===== src/rtl/lrg_pkg.sv =====
package lrg_pkg;
  localparam int FLIT_W  = 16;
  localparam int STAMP_W = 32;

  typedef struct packed {
    logic [FLIT_W-1:0]  task_id;
    logic [STAMP_W-1:0] latency;
    logic [FLIT_W-1:0]  msg_len;
  } rpt_t;

  localparam int RPT_W = $bits(rpt_t);

  // transit time, wraps modulo 2^STAMP_W
  function automatic logic [STAMP_W-1:0] elapsed(input logic [STAMP_W-1:0] now,
                                                 input logic [STAMP_W-1:0] sent);
    return now - sent;
  endfunction

  // flit at position idx of a report
  function automatic logic [FLIT_W-1:0] report_flit(input logic [2:0] idx,
                                                    input logic [FLIT_W-1:0] dest,
                                                    input logic [FLIT_W-1:0] size_val,
                                                    input logic [FLIT_W-1:0] svc,
                                                    input rpt_t r);
    case (idx)
      3'd0:    return dest;
      3'd1:    return size_val;
      3'd2:    return svc;
      3'd3:    return r.task_id;
      3'd4:    return r.latency[STAMP_W-1:FLIT_W];
      3'd5:    return r.latency[FLIT_W-1:0];
      default: return r.msg_len;
    endcase
  endfunction
endpackage


===== src/rtl/lrg_fifo.sv =====
module lrg_fifo #(
  parameter int WIDTH = 64,
  parameter int DEPTH = 2
) (
  input  logic             clk,
  input  logic             rst_n,
  input  logic             push,
  input  logic [WIDTH-1:0] wdata,
  input  logic             pop,
  output logic [WIDTH-1:0] rdata,
  output logic             full,
  output logic             empty,
  output logic [$clog2(DEPTH+1)-1:0] count
);
  localparam int PW = (DEPTH > 1) ? $clog2(DEPTH) : 1;
  localparam int CW = $clog2(DEPTH + 1);

  logic [WIDTH-1:0] mem [DEPTH];
  logic [PW-1:0]    wp, rp;
  logic [CW-1:0]    cnt;

  function automatic logic [PW-1:0] bump(input logic [PW-1:0] p);
    return (p == PW'(DEPTH - 1)) ? '0 : p + PW'(1);
  endfunction

  always_ff @(posedge clk) begin
    if (!rst_n) begin
      wp  <= '0;
      rp  <= '0;
      cnt <= '0;
    end else begin
      if (push) wp <= bump(wp);
      if (pop)  rp <= bump(rp);
      if (push && !pop)      cnt <= cnt + CW'(1);
      else if (pop && !push) cnt <= cnt - CW'(1);
    end
  end

  always_ff @(posedge clk) begin
    if (push) mem[wp] <= wdata;
  end

  assign rdata = mem[rp];
  assign full  = (cnt == CW'(DEPTH));
  assign empty = (cnt == '0);
  assign count = cnt;
endmodule


===== src/rtl/lrg_serializer.sv =====
module lrg_serializer
  import lrg_pkg::*;
#(
  parameter int               NFLITS = 7,
  parameter logic [FLIT_W-1:0] SVC   = 16'h0071
) (
  input  logic              clk,
  input  logic              rst_n,
  input  logic              have,
  input  rpt_t              head,
  input  logic [FLIT_W-1:0] dest,
  input  logic              out_ready,
  output logic [FLIT_W-1:0] out_data,
  output logic              out_valid,
  output logic              out_eop,
  output logic              pop
);
  localparam int IW = $clog2(NFLITS);
  localparam logic [IW-1:0]     LAST     = IW'(NFLITS - 1);
  localparam logic [FLIT_W-1:0] SIZE_VAL = FLIT_W'(NFLITS - 2);

  logic [IW-1:0] idx;
  logic          step;

  assign out_valid = have;
  assign step      = have && out_ready;
  assign out_eop   = have && (idx == LAST);
  assign pop       = step && (idx == LAST);
  assign out_data  = report_flit(3'(idx), dest, SIZE_VAL, SVC, head);

  always_ff @(posedge clk) begin
    if (!rst_n)     idx <= '0;
    else if (pop)   idx <= '0;
    else if (step)  idx <= idx + IW'(1);
  end
endmodule


===== src/rtl/latency_report_gen.sv =====
module latency_report_gen
  import lrg_pkg::*;
#(
  parameter int               QDEPTH        = 2,
  parameter logic [FLIT_W-1:0] DELIVERY_CODE = 16'h0012,
  parameter logic [FLIT_W-1:0] REPORT_CODE   = 16'h0071
) (
  input  logic              clk,
  input  logic              rst_n,
  input  logic              mgr_load,
  input  logic [FLIT_W-1:0] mgr_addr,
  input  logic [STAMP_W-1:0] now_cnt,
  input  logic              rx_done,
  input  logic [FLIT_W-1:0] rx_svc,
  input  logic              rx_mon,
  input  logic [FLIT_W-1:0] rx_task,
  input  logic [STAMP_W-1:0] rx_stamp,
  input  logic [FLIT_W-1:0] rx_len,
  output logic              rx_ready,
  output logic [FLIT_W-1:0] flit_data,
  output logic              flit_valid,
  output logic              flit_eop,
  input  logic              flit_ready
);
  localparam int NFLITS = 7;
  localparam int CW     = $clog2(QDEPTH + 1);

  // named events for the checker
  logic          rx_want, push, pop, fifo_full, fifo_empty;
  logic [CW-1:0] fifo_cnt;
  rpt_t          new_rpt, head_rpt;
  logic [RPT_W-1:0] head_bits;
  logic [FLIT_W-1:0] mgr_q;

  always_ff @(posedge clk) begin
    if (!rst_n)        mgr_q <= '0;
    else if (mgr_load) mgr_q <= mgr_addr;
  end

  assign rx_want  = rx_done && rx_mon && (rx_svc == DELIVERY_CODE);
  assign rx_ready = !(rx_want && fifo_full);
  assign push     = rx_want && !fifo_full;

  always_comb begin
    new_rpt.task_id = rx_task;
    new_rpt.latency = elapsed(now_cnt, rx_stamp);
    new_rpt.msg_len = rx_len;
  end

  lrg_fifo #(.WIDTH(RPT_W), .DEPTH(QDEPTH)) u_fifo (
    .clk   (clk),
    .rst_n (rst_n),
    .push  (push),
    .wdata (new_rpt),
    .pop   (pop),
    .rdata (head_bits),
    .full  (fifo_full),
    .empty (fifo_empty),
    .count (fifo_cnt)
  );

  assign head_rpt = rpt_t'(head_bits);

  lrg_serializer #(.NFLITS(NFLITS), .SVC(REPORT_CODE)) u_ser (
    .clk       (clk),
    .rst_n     (rst_n),
    .have      (!fifo_empty),
    .head      (head_rpt),
    .dest      (mgr_q),
    .out_ready (flit_ready),
    .out_data  (flit_data),
    .out_valid (flit_valid),
    .out_eop   (flit_eop),
    .pop       (pop)
  );
endmodule


===== config.mk =====
export PLATFORM = sky130hd
export DESIGN_NAME = latency_report_gen
export DESIGN_NICKNAME = d
export VERILOG_FILES = /design/src/rtl/lrg_pkg.sv /design/src/rtl/lrg_fifo.sv /design/src/rtl/lrg_serializer.sv /design/src/rtl/latency_report_gen.sv
export SDC_FILE = /design/constraint.sdc
export NUM_CORES = 1
export LEC_CHECK = 0
export ABC_CLOCK_PERIOD_IN_PS = 24100
export BUFFER_PORTS_ARGS = -buffer_cell sky130_fd_sc_hd__buf_2
export CORE_MARGIN = 2
export CORE_UTILIZATION = 45
export CTS_CLUSTER_DIAMETER = 200
export DETAILED_ROUTE_END_ITERATION = 8
export PLACE_DENSITY = 0.69
export SETUP_SLACK_MARGIN = 0.2
export SYNTH_ARGS = -nofsm -noshare
export SYNTH_HDL_FRONTEND = slang
export SYNTH_SLANG_ARGS = --single-unit

===== constraint.sdc =====
create_clock -name clk -period 24.1 [get_ports clk]
set_clock_uncertainty 0.2 [all_clocks]
set_input_delay 3.615 -clock clk [delete_from_list [all_inputs] [get_ports clk]]
set_output_delay 3.615 -clock clk [all_outputs]
set_load 0.03 [all_outputs]

==> results.md <==
- Number of fill cells: 1468
- Global-route wire length before repair: 27900 microns
- CTS tree: built
- Yosys warnings: 0
- Fin crit period: around 8.4 ns
- # resized after CTS: 0
- Most frequent cells in the layout: buf_2, edfxtp_1, inv_1
- Leak: 3.65 nW
- Hold path cells: 2
- Run status: finished clean
- CP top delay family: simple AND/OR/NAND/NOR gates
- CP arrival: 4.62 ns
- Area grow syn2layout: 19.8%
- Synth cell types: 55
- DR pass1 iterations: 6
- Starting Density: 45.4%
- Worst path slowest cell: nor4b_1
- Register-to-Register Path Depth: 4
- WL/cell: 17.7 microns
- #FFs+latches synth: 152
- Max-slew violation count: 0
- Final setup fails: 0
- Antenna Nets Post-Route: 0
- Via count of the first global-routing pass: 5672
- Final Cycle Share: 35.0%
- Site row count: 48
- CP cell instances: buf_2 -> nor4b_1 -> nand4_1 -> nor2_1 -> nand2_1 -> buf_2
- GP Congestion: 0.926
- Yosys top cell area share: 49.5%
- FFs w/ async S/R, synth: 0%
- Mean Syn Cell Area: 12.3 sq um
- Setup crit start kind: input port
- Post-CTS setup buffer count: 0
- Worst vdd ir: roughly 0.037 mV
- PwrDens: 67.0 nW/um^2
- Clock transition at the registers of the reported paths: 0.06 ns
- RSZ-0062 raised after global routing: false
- Slew Limit Headroom: between 20% and 30%
- HPWL Detailed: 13000 microns
- # hold bufs at CTS: 0
- Post-Route WL: 18000 microns
- DR iter-0 viols: between 400 and 500
- Final Hold Vio Count: 0
- Post-Syn Nets: 806
- Largest net degree at the start of global routing: 66
- Cell taking the most area after synthesis: edfxtp_1
- CTS Buffer Depth: 2
- Slew @ Worst Pin: 1.14 ns
- Seq/Total Area, Yosys: between 50% and 60%
- Ant diodes: 0
- Synth Instances: 634
- Most common cell after layout, fill and taps aside: buf_2
- Crit-path max cell delay: 0.32 ns
- Post-synth EDFFs: 128
- Total of max-cap violations: 0
- I/O Buffers: 152
- CP Class: input port to output port
- Core outline area: 17100 sq um
- Main synth FF type: edfxtp_1
- Worst path bufs/invs: 2
- Reg2reg setup slack: between 20 and 25 ns
- GR Util All Layers: roughly a fifth
- Die Ht: between 100 and 150 microns
- Mapped cell area: 7770 sq um
- CP required: 20.28 ns
- Top Ports: ~150
- Setup_tns: 0 ns
- Remaining DRCs: 0
- Max FO, Critical Path: 3
- Clk Tree Root Cell: clkbuf_16
- Overall power: 624 uW
- Critical path capture point type: output port
- Clk Latency, worst-skew pair: approximately 0.4 ns
- CTS Buf Count: 17
- Crit path top cell by count: buf_2
- Fin nets: 951
- Layout cell share with drive strength beyond 1: 28.8%
- Peak Freq: 119 MHz
- Vias: 5686
- HP Class: flop to flop
- Die width: roughly 140 microns
- Via/cell ratio: 5.59
- Cell types occupying the most area after synthesis: edfxtp_1, dfxtp_1, ha_1, mux2_2, a221oi_1
- Min Hold Slack: 0.314 ns
- Grt total ovfl: 0
- H-tree depth: 4
- Die area: 18300 sq um
- CTS sink cnt: 152
- Critical path depth: 6
- Initial antenna violation count: 0
-- layout make-up --
| cell class | count | area, sq um | area share (%) |
|---|---|---|---|
| Sequential cell | 152 | 4330 | 46.5 |
| Multi-Input combinational cell | 408 | 3180 | 34.1 |
| Timing Repair Buffer | 156 | 791 | 8.49 |
| Clock buffer | 21 | 472 | 5.07 |
| Tap cell | 225 | 282 | 3.02 |
| Inverter | 44 | 165 | 1.77 |
| Clock inverter | 11 | 98.8 | 1.06 |
-- flip-flops by register name, summed over array words and instances, names as in the netlist, named ones only --
name / flops
mgr_q: 16
u_fifo.count: 2
u_fifo.rp: 1
u_fifo.mem: 128
u_fifo.wp: 1
u_ser.idx: 3
-- cell usage after synthesis (8+ instances only) --
cell,count
a21o_1,8
a21oi_1,36
a221oi_1,30
a222oi_1,11
and2_1,9
clkbuf_1,25
dfxtp_1,24
edfxtp_1,128
ha_1,37
inv_1,44
mux2_2,31
mux2i_1,26
nand2_1,22
nand3_1,11
nor2_1,19
nor2b_1,23
o21ai_0,33
xnor2_1,21
xor2_1,10
-- logic make-up after synthesis --
| kind of cell | share of synthesized area [%] |
|---|---|
| AO/OA/AOI/OAI | 15.0 |
| XOR/XNOR | 3.49 |
| adder cells (fa/ha/maj) | 6.21 |
| buffers and inverters | 3.61 |
| flip-flops | 55.6 |
| multiplexers | 7.84 |
| AND/OR/NAND/NOR | 8.23 |
-- worst paths after layout --
check	from	to
worst max-delay path	rx_svc[3]	rx_ready
worst min-delay path	u_fifo.count[1]	u_fifo.count[1]
worst max register to register	u_fifo.count[0]	u_fifo.mem[1][29]
worst min register to register	u_fifo.count[1]	u_fifo.count[1]
-- layer usage --
metal | share of wire, % | vias up | global-route usage, %
li1 | - | 2724 | -
met1 | 43 | 2701 | 24.8
met2 | 48 | 240 | 34.2
met3 | 7.0 | 21 | 4.53
met4 | 1.7 | 0 | 7.00
met5 | 0 | - | 0
-- through the flow --
step           worst slack [ns]  cells  util (%)  instance area [sq um]
4_1_cts                   15.65   1017      54.4                   9310
6_report                  15.67   1017      54.4                   9310
3_3_place_gp              15.73    985      51.1                   8740
5_1_grt                   15.53   1017      54.4                   9310
2_1_floorplan             12.93    634         -                   7770
3_5_place_dp              15.65    985      51.1                   8740
-- where the power goes --
group / total (mW) / switching, mW / internal [mW]
logic: 0.0809 / 0.0476 / 0.0333
registers: 0.293 / 0.000857 / 0.292
clock network: 0.250 / 0.0994 / 0.151
-- worst min-delay path, cell delays in order (launching register included) --
cell      delay, ns
dfxtp_1        0.32
o21ai_0        0.06
a21boi_0       0.08
Power figures use the tool's default switching activity.
